## src/rtl/mbx_pkg.sv

```systemverilog
package mbx_pkg;

  localparam int unsigned WORD_W = 32;

  localparam logic [7:0] OFS_CMD  = 8'h00;
  localparam logic [7:0] OFS_STAT = 8'h04;
  localparam logic [3:0] SEG_OUT  = 4'h8;   // 0x80..0x8F
  localparam logic [3:0] SEG_IN   = 4'h9;   // 0x90..0x9F

  typedef struct packed {
    logic [7:0] rsvd_hi;
    logic [7:0] size;
    logic [3:0] sub_id;
    logic [2:0] rsvd_lo;
    logic       want_irq;
    logic [7:0] opcode;
  } cmd_word_t;

  // Status word packing.
  function automatic logic [31:0] pack_status(input logic busy, input logic err,
                                              input logic ovr, input logic [3:0] id,
                                              input logic [7:0] init_id,
                                              input logic [7:0] code);
    pack_status = {8'h00, code, init_id, id, 1'b0, ovr, err, busy};
  endfunction

  // Byte-lane shift for sub-word reads of the reply area.
  function automatic logic [31:0] lane_shift(input logic [31:0] word, input logic [1:0] lane);
    lane_shift = word >> {lane, 3'b000};
  endfunction

endpackage

```

## src/rtl/mbx_wbuf.sv

```systemverilog
module mbx_wbuf #(
  parameter int unsigned WORDS = 4,
  localparam int unsigned IDX_W = (WORDS > 1) ? $clog2(WORDS) : 1
) (
  input  logic                   clk,
  input  logic                   rst_n,
  input  logic                   we,
  input  logic [IDX_W-1:0]       idx,
  input  logic [31:0]            wdata,
  output logic [WORDS*32-1:0]    flat
);

  for (genvar g = 0; g < WORDS; g++) begin : g_word
    logic [31:0] word_q;
    always_ff @(posedge clk) begin
      if (!rst_n)
        word_q <= '0;
      else if (we && (idx == IDX_W'(g)))
        word_q <= wdata;
    end
    assign flat[g*32 +: 32] = word_q;
  end

endmodule

```

## src/rtl/mbx_ctrl.sv

```systemverilog
module mbx_ctrl
  import mbx_pkg::*;
#(
  parameter logic [7:0] INIT_ID = 8'h00
) (
  input  logic        clk,
  input  logic        rst_n,
  input  logic        cmd_wr,
  input  logic [31:0] cmd_wdata,
  input  logic        cp_done,
  input  logic        cp_err,
  input  logic [7:0]  cp_err_code,
  output logic        busy,
  output logic        overrun,
  output logic [31:0] status,
  output logic [31:0] cmd_q,
  output logic        doorbell,
  output logic        irq,
  output logic        accept_ev,
  output logic        reject_ev,
  output logic        finish_ev
);

  cmd_word_t   cw;
  logic        err_q;
  logic [3:0]  id_q;
  logic [7:0]  code_q;
  logic        ioc_q;

  assign cw        = cmd_word_t'(cmd_wdata);
  assign accept_ev = cmd_wr & ~busy;
  assign reject_ev = cmd_wr & busy;
  assign finish_ev = cp_done & busy;

  always_ff @(posedge clk) begin
    if (!rst_n) begin
      busy     <= 1'b0;
      err_q    <= 1'b0;
      overrun  <= 1'b0;
      id_q     <= '0;
      code_q   <= '0;
      ioc_q    <= 1'b0;
      cmd_q    <= '0;
      doorbell <= 1'b0;
      irq      <= 1'b0;
    end else begin
      doorbell <= accept_ev;
      irq      <= finish_ev & ioc_q;
      if (accept_ev) begin
        busy    <= 1'b1;
        err_q   <= 1'b0;
        code_q  <= '0;
        overrun <= 1'b0;
        id_q    <= cw.sub_id;
        ioc_q   <= cw.want_irq;
        cmd_q   <= cmd_wdata;
      end else if (reject_ev) begin
        overrun <= 1'b1;
      end
      if (finish_ev) begin
        busy   <= 1'b0;
        err_q  <= cp_err;
        code_q <= cp_err_code;
      end
    end
  end

  assign status = pack_status(busy, err_q, overrun, id_q, INIT_ID, code_q);

endmodule

```

## src/rtl/ipc_mailbox.sv

```systemverilog
module ipc_mailbox
  import mbx_pkg::*;
#(
  parameter int unsigned WORDS   = 4,
  parameter logic [7:0]  INIT_ID = 8'h01,
  localparam int unsigned IDX_W  = (WORDS > 1) ? $clog2(WORDS) : 1
) (
  input  logic                 clk,
  input  logic                 rst_n,
  input  logic [7:0]           host_addr,
  input  logic                 host_wr,
  input  logic [31:0]          host_wdata,
  input  logic                 host_rd,
  output logic [31:0]          host_rdata,
  output logic                 host_irq,
  output logic                 cp_doorbell,
  output logic [31:0]          cp_cmd,
  output logic [WORDS*32-1:0]  cp_obuf,
  input  logic                 cp_rsp_we,
  input  logic [IDX_W-1:0]     cp_rsp_idx,
  input  logic [31:0]          cp_rsp_data,
  input  logic                 cp_done,
  input  logic                 cp_err,
  input  logic [7:0]           cp_err_code
);

  logic              hit_cmd, hit_stat, hit_out, hit_in;
  logic              busy, overrun, accept_ev, reject_ev, finish_ev;
  logic [31:0]       status;
  logic [WORDS*32-1:0] ibuf_flat;
  logic [IDX_W-1:0]  host_idx;
  logic [31:0]       in_word;
  logic [31:0]       rd_next;

  assign hit_cmd  = host_addr[7:2] == OFS_CMD[7:2];
  assign hit_stat = host_addr[7:2] == OFS_STAT[7:2];
  assign hit_out  = host_addr[7:4] == SEG_OUT;
  assign hit_in   = host_addr[7:4] == SEG_IN;
  assign host_idx = IDX_W'(host_addr[3:2]);

  mbx_ctrl #(.INIT_ID(INIT_ID)) u_ctrl (
    .clk        (clk),
    .rst_n      (rst_n),
    .cmd_wr     (host_wr & hit_cmd),
    .cmd_wdata  (host_wdata),
    .cp_done    (cp_done),
    .cp_err     (cp_err),
    .cp_err_code(cp_err_code),
    .busy       (busy),
    .overrun    (overrun),
    .status     (status),
    .cmd_q      (cp_cmd),
    .doorbell   (cp_doorbell),
    .irq        (host_irq),
    .accept_ev  (accept_ev),
    .reject_ev  (reject_ev),
    .finish_ev  (finish_ev)
  );

  mbx_wbuf #(.WORDS(WORDS)) u_obuf (
    .clk  (clk),
    .rst_n(rst_n),
    .we   (host_wr & hit_out),
    .idx  (host_idx),
    .wdata(host_wdata),
    .flat (cp_obuf)
  );

  mbx_wbuf #(.WORDS(WORDS)) u_ibuf (
    .clk  (clk),
    .rst_n(rst_n),
    .we   (cp_rsp_we),
    .idx  (cp_rsp_idx),
    .wdata(cp_rsp_data),
    .flat (ibuf_flat)
  );

  always_comb begin
    in_word = '0;
    for (int i = 0; i < int'(WORDS); i++)
      if (host_idx == IDX_W'(i)) in_word = ibuf_flat[i*32 +: 32];
  end

  always_comb begin
    rd_next = '0;
    if (hit_stat)    rd_next = status;
    else if (hit_in) rd_next = lane_shift(in_word, host_addr[1:0]);
  end

  always_ff @(posedge clk) begin
    if (!rst_n)       host_rdata <= '0;
    else if (host_rd) host_rdata <= rd_next;
  end

endmodule

```

## config.mk

```make
export PLATFORM = sky130hd
export DESIGN_NAME = ipc_mailbox
export DESIGN_NICKNAME = d
export VERILOG_FILES = /design/src/rtl/mbx_pkg.sv /design/src/rtl/mbx_wbuf.sv /design/src/rtl/mbx_ctrl.sv /design/src/rtl/ipc_mailbox.sv
export SDC_FILE = /design/constraint.sdc
export NUM_CORES = 1
export LEC_CHECK = 0
export CORE_MARGIN = 2
export CORE_UTILIZATION = 56
export CTS_CLUSTER_SIZE = 25
export DETAILED_ROUTE_END_ITERATION = 7
export PLACE_DENSITY = 0.84
export SLEW_MARGIN = 20
export SYNTH_ARGS = -nofsm -noshare
export SYNTH_HDL_FRONTEND = slang
export SYNTH_HIERARCHICAL = 1
export SYNTH_SLANG_ARGS = --single-unit
```

## constraint.sdc

```tcl
create_clock -name clk -period 7.05 [get_ports clk]
set_input_delay 1.41 -clock clk [delete_from_list [all_inputs] [get_ports clk]]
set_output_delay 1.41 -clock clk [all_outputs]
set_load 0.01 [all_outputs]
```

---- Word-level counts from Yosys, hierarchy flattened ----
Cells that the tools add are included.
cells by class
  shift operators ......................... 1
  reduce and logical (&&, ||, !) cells .... 14
  bitwise gates (word level) .............. 8
  eq/ne operators ......................... 9
  muxes and demuxes ....................... 10
operators by type and width
  cell                                            number
  two-way mux 32 bit                              6
  >> shifter 32 x 5 -> 32 bit                     1
  two-way mux 8 bit                               2
  == test 2 bit (second input constant)           4
  == test 4 bit (second input constant)           2
  logical AND 1 bit                               8
  bitwise AND 1 bit                               6
  == test 6 x 1 -> 1 bit (second input constant)  1
  logical NOT 6 bit                               1
  == test 2 x 1 -> 1 bit (second input constant)  2
  logical NOT 2 bit                               2
  OR reduction 2 bit                              2
  two-way mux 1 bit                               2
  inverter 1 bit                                  2
  nonzero test 2 bit                              1
word-level totals
  output and inout bits ................... 194
  register bits ........................... 338
  bits of input ports ..................... 89
  word-level logic and storage cells ...... 60

---- Depth between registers and ports, before layout ----
  depth in word-level cells ............... 8
  mapped depth ............................ 11
  depth with buffers taken out ............ 7

---- Hierarchy ----
The synthesis kept the hierarchy.
modules (own cells, without submodules)
  module       instances  area each (um^2)  cells an instance
  mbx_wbuf     2          4792.1            453
  ipc_mailbox  1          3329.4            300
  mbx_ctrl     1          1991.9            230

---- Least setup slack after synthesis ----
OpenSTA, ideal clock, no wires.
  path kind ............................... input -> register
  from .................................... input port host_addr[3]
  to ...................................... register u_ctrl.code_q[4]
  data arrival time ....................... 3.211 ns
  path slack .............................. 3.718 ns
  stages .................................. 9
  path buffers ............................ 4
  cells stage by stage .................... buf_6 -> buf_6 -> nor3_1 -> clkbuf_1 -> nor3b_1 -> clkbuf_1 -> and2b_1 -> o21ai_0 -> a21oi_1
between the ends
  word-level cells in the longest chain between the ends .. 4
ends and longest elaborated chain
  what                                 line               RTL
  from (decl)                          ipc_mailbox.sv:10  input logic [7:0] host_addr,
  logical NOT 6 bit                    ipc_mailbox.sv:35  assign hit_cmd = host_addr[7:2] == OFS_CMD[7:2];
  bitwise AND 1 bit                    ipc_mailbox.sv:44  .cmd_wr (host_wr & hit_cmd),
  bitwise AND 1 bit                    mbx_ctrl.sv:31     assign accept_ev = cmd_wr & ~busy;
  nonzero test 2 bit (no source line)  --
  to (signal assigned)                 mbx_ctrl.sv:63     code_q <= cp_err_code;
  to (decl)                            mbx_ctrl.sv:27     logic [7:0] code_q;
No other way between the ends.
A chain may end at the register's enable or synchronous reset.

---- Worst setup path after layout ----
  from .................................... input port host_addr[7]
  to ...................................... register u_ctrl.cmd_q[16]
between the ends
  word-level cells in the longest chain between the ends .. 3
ends and longest elaborated chain
  what                  line               RTL
  logical NOT 6 bit     ipc_mailbox.sv:35
  bitwise AND 1 bit     ipc_mailbox.sv:44
  bitwise AND 1 bit     mbx_ctrl.sv:31
  via accept_ev         ipc_mailbox.sv:28  logic busy, overrun, accept_ev, reject_ev, finish_ev;
  to (signal assigned)  mbx_ctrl.sv:56     cmd_q <= cmd_wdata;
  to (decl)             mbx_ctrl.sv:16     output logic [31:0] cmd_q,
The timed path passes the listed nets, and every way through them passes these cells.

==> results.py <==
metrics = {
    "outcome": {
        "outcome": "finished, violations left",
        "violations": "design-rule violations",
    },
    "timing": {
        "max_slew_margin_pct": 26.5,
        "finalCriticalPeriod_ps": 3520,
        "final_max_slew_viol_count": 0,
        "rsz0062_at_grt": "false",
        "clock_skew_ps": 15.7,
        "finalCritPeriodShare_pct": 50.0,
        "fmax_mhz": 284,
        "worstMarginPinSlew_ps": 1100,
        "setup_viol": 0,
        "fin_ws_ps": 3530,
        "hold_violations": 0,
        "fin_setup_tns_ps": 0,
    },
    "clock_tree": {
        "htreeDepth": 2,
        "cts_resized": 0,
        "cts_setup_buffers": 0,
        "cts_num_sinks": 333,
        "cts_tree": "built",
        "clk_pin_slew_ps": 60,
        "cts_hold_buf": 0,
        "clk_latency_ps": 520,
        "cts_root_buffer": "clkbuf_16",
        "ctsLongestPathBuffers": 3,
        "numCtsBuffers": 36,
    },
    "floorplanning": {
        "start_util_pct": 57.0,
        "boundaryPins": 283,
        "fp.dieH_um": 167,
        "core_mm2": 0.0261,
        "rows": 59,
        "die_x_um": 167,
        "die_area_mm2": 0.0279,
    },
    "setup_path": {
        "cp.required_ps": 7470,
        "max_stage_delay_ps": 610,
        "cp_data_arrival_time_ps": 3950,
        "path_class": "in -> reg",
        "cp_num_buf_inv": 3,
        "crit_fanout": 34,
        "cp-start-kind": "input pin",
        "cpMaxStageDelayCell": "nor3_2",
        "cpLargestDelayFamily": "simple AND/OR/NAND/NOR gates",
        "end_kind": "register",
        "critical_path.cell_chain": "clkdlybuf4s50_1 -> nor3_2 -> nor3b_1 -> buf_4 -> nand2b_4 -> inv_8 -> nand2_1 -> a21boi_0",
    },
    "yosys": {
        "syn_area_mm2": 0.0149,
        "ys_ff_latch": 333,
        "synthFlopType": "dfxtp_1",
        "synth_top_family_by_area": "multiplexers",
        "synth_compound_area_share_pct": 6.87,
        "syn_avg_cell_area_um2": 10.4,
        "synth_commonest_cells": "398 x nand2_1, 333 x dfxtp_1, 275 x mux2i_1, 45 x mux4_2, 41 x o21ai_0",
        "synth_top_area_cell": "dfxtp_1",
        "yosys.area_share.adder_pct": 0,
        "muxShareOfSynthArea_pct": 27.9,
        "synth.most_common_cell": "nand2_1",
        "yosys.area_share.simple_pct": 12.8,
        "synth_xor_area_share_pct": 0,
        "ys_types": 47,
        "ys_warn_count": 6,
        "synth_edf_count": 0,
        "yosysSeqAreaShare_pct": 44.7,
        "synth_top_area_share_pct": 44.7,
        "syn-instance-count": 1436,
        "async_reset_ff_share_pct": 0,
        "synthTopCellsByArea": "dfxtp_1 45%, mux2i_1 18%, nand2_1 10%",
    },
    "hold_path": {
        "hp-class": "reg -> reg",
    },
    "power": {
        "swShare_pct": 22.7,
        "power.internal_mw": 3.21,
        "power.density_mw_per_mm2": 226,
        "p_switching_uw": 943,
        "pwr-share-comb_pct": 7.9,
        "clockPowerShare_pct": 45.3,
        "max-vdd-ir-drop_mv": 0.169,
        "p_seq_share_pct": 46.8,
        "leakage_nw": 7.82,
    },
    "route": {
        "vias": 11300,
        "wirelength_mm": 39.9,
        "avgRoutedWirePerCell_um": 19.9,
        "viasPerCell": 5.62,
        "first_pass_iters": 8,
        "drt_iter0_drc": 938,
        "drc": 25,
        "antenna_left": 0,
    },
    "layout": {
        "multiInputGateArea_mm2": 0.00717,
        "fin_cells": 2004,
        "synthToLayoutAreaGrowth_pct": 23.5,
        "final_area_mm2": 0.0184,
        "regArea_mm2": 0.00667,
        "final_core_util_pct": 70.4,
        "final_layout_size_suffix_gt1_share_pct": 10.2,
        "fill_cells": 1857,
        "fin_nets": 1734,
        "antenna_cells": 0,
    },
    "global_routing": {
        "grt_use_met2_pct": 47.5,
        "use_met1_pct": 34.7,
        "grtUsageMet3_pct": 5.41,
        "grt_max_degree": 183,
        "top_usage_layer": "met2",
        "grt_usage_pct": 27.9,
        "grt_antenna_before_repair": 0,
        "grt_first_pass_wirelength_mm": 62.2,
        "grt_overflow": 0,
        "grt_pass1_vias": 11100,
    },
    "placement": {
        "post_dp_cell_area_mm2": 0.0172,
        "gp_congestion": 0.854,
        "place_inst": 1942,
        "place_ws_ps": 2630,
        "port_buffers": 282,
        "dp_hpwl_mm": 26.8,
    },
    "job": {
        "maxCapViolations": 0,
    },
}
## final cells by class
| type | instances | share of cell area (%) |
|---|---|---|
| Multi-Input combinational cell | 975 | 39.0 |
| Sequential cell | 333 | 36.2 |
| Timing Repair Buffer | 297 | 15.9 |
| Clock buffer | 55 | 6.16 |
| Tap cell | 335 | 2.28 |
| Clock inverter | 7 | 0.367 |
| Inverter | 2 | 0.0816 |
## state kept, by name, summed over array words and instances (netlist names)
signal and cells:
u_ibuf/g_word.word_q 128, u_obuf/g_word.word_q 128, host_rdata 32, u_ctrl/cmd_q 32, u_ctrl/code_q 8, u_ctrl/busy 1
u_ctrl/doorbell 1, u_ctrl/err_q 1, u_ctrl/irq 1, u_ctrl/overrun 1
## power groups by stage
stage	logic [mW]	clock network (mW)	registers (mW)
after CTS	0.328	1.91	1.94
after detailed placement	0.326	0	1.99
final	0.330	1.88	1.95
after global placement	0.320	0	1.98
after global routing	0.352	1.99	1.95
after floorplan	0.214	0	1.98
## cells by family (layout without fill, tap and decap cells)
logic type             after synthesis  count (layout)
buffers and inverters              143             361
multiplexers                       352             352
AND/OR/NAND/NOR                    467             467
AO/OA/AOI/OAI                      139             139
flip-flops                         333             333
other                                2              17
## final timing paths
check | start | end | slack [ps] | cells after the start
setup / recovery | host_addr[7] | u_ctrl/cmd_q[16]$_SDFFE_PN0P_ | 3530 | 8
hold / removal | u_ctrl/cmd_q[25]$_SDFFE_PN0P_ | u_ctrl/cmd_q[25]$_SDFFE_PN0P_ | 450 | 2
setup reg to reg | u_ctrl/busy$_SDFFE_PP0P_ | u_ctrl/cmd_q[16]$_SDFFE_PN0P_ | 5210 | 4
hold reg to reg | u_ctrl/cmd_q[25]$_SDFFE_PN0P_ | u_ctrl/cmd_q[25]$_SDFFE_PN0P_ | 450 | 2
## metal layers
| layer | part of all wire, % | wire length [um] |
|---|---|---|
| met2 | 48 | 19200 |
| met5 | 0 | 0 |
| met4 | 4.4 | 1750 |
| met3 | 6.6 | 2640 |
| met1 | 41 | 16400 |
## worst register-to-register path: stages (launching register included)
cell and delay, ps:
dfxtp_1 710, nand2b_4 570, inv_8 210, nand2_1 140, a21boi_0 100
## per-stage QoR
stage | total power [mW] | hold slack (ps)
5_1_grt | 4.29 | 465
3_3_place_gp | 2.30 | 440
6_report | 4.16 | 453
3_5_place_dp | 2.31 | 446
4_1_cts | 4.18 | 454
2_1_floorplan | 2.20 | 432
## cells in the final DEF (no fill, tap or decap), types with 5 or more instances in the layout
master / netlist / final
nand2_1: 398 / 398
dfxtp_1: 333 / 333
clkdlybuf4s50_1: 0 / 277
mux2i_1: 275 / 275
mux4_2: 45 / 45
o21ai_0: 41 / 41
clkbuf_16: 0 / 37
a21boi_1: 28 / 28
nor2_1: 25 / 25
a21oi_1: 20 / 20
conb_1: 2 / 17
buf_4: 36 / 15
mux2_2: 14 / 14
a221oi_2: 14 / 14
clkbuf_8: 0 / 14
a221oi_1: 12 / 12
mux2_1: 10 / 10
mux2_4: 8 / 8
nor2b_1: 8 / 8
nand3_1: 7 / 7
o21a_1: 7 / 7
and2_1: 5 / 5
No activity file was read; power rests on OpenSTA's default activity.
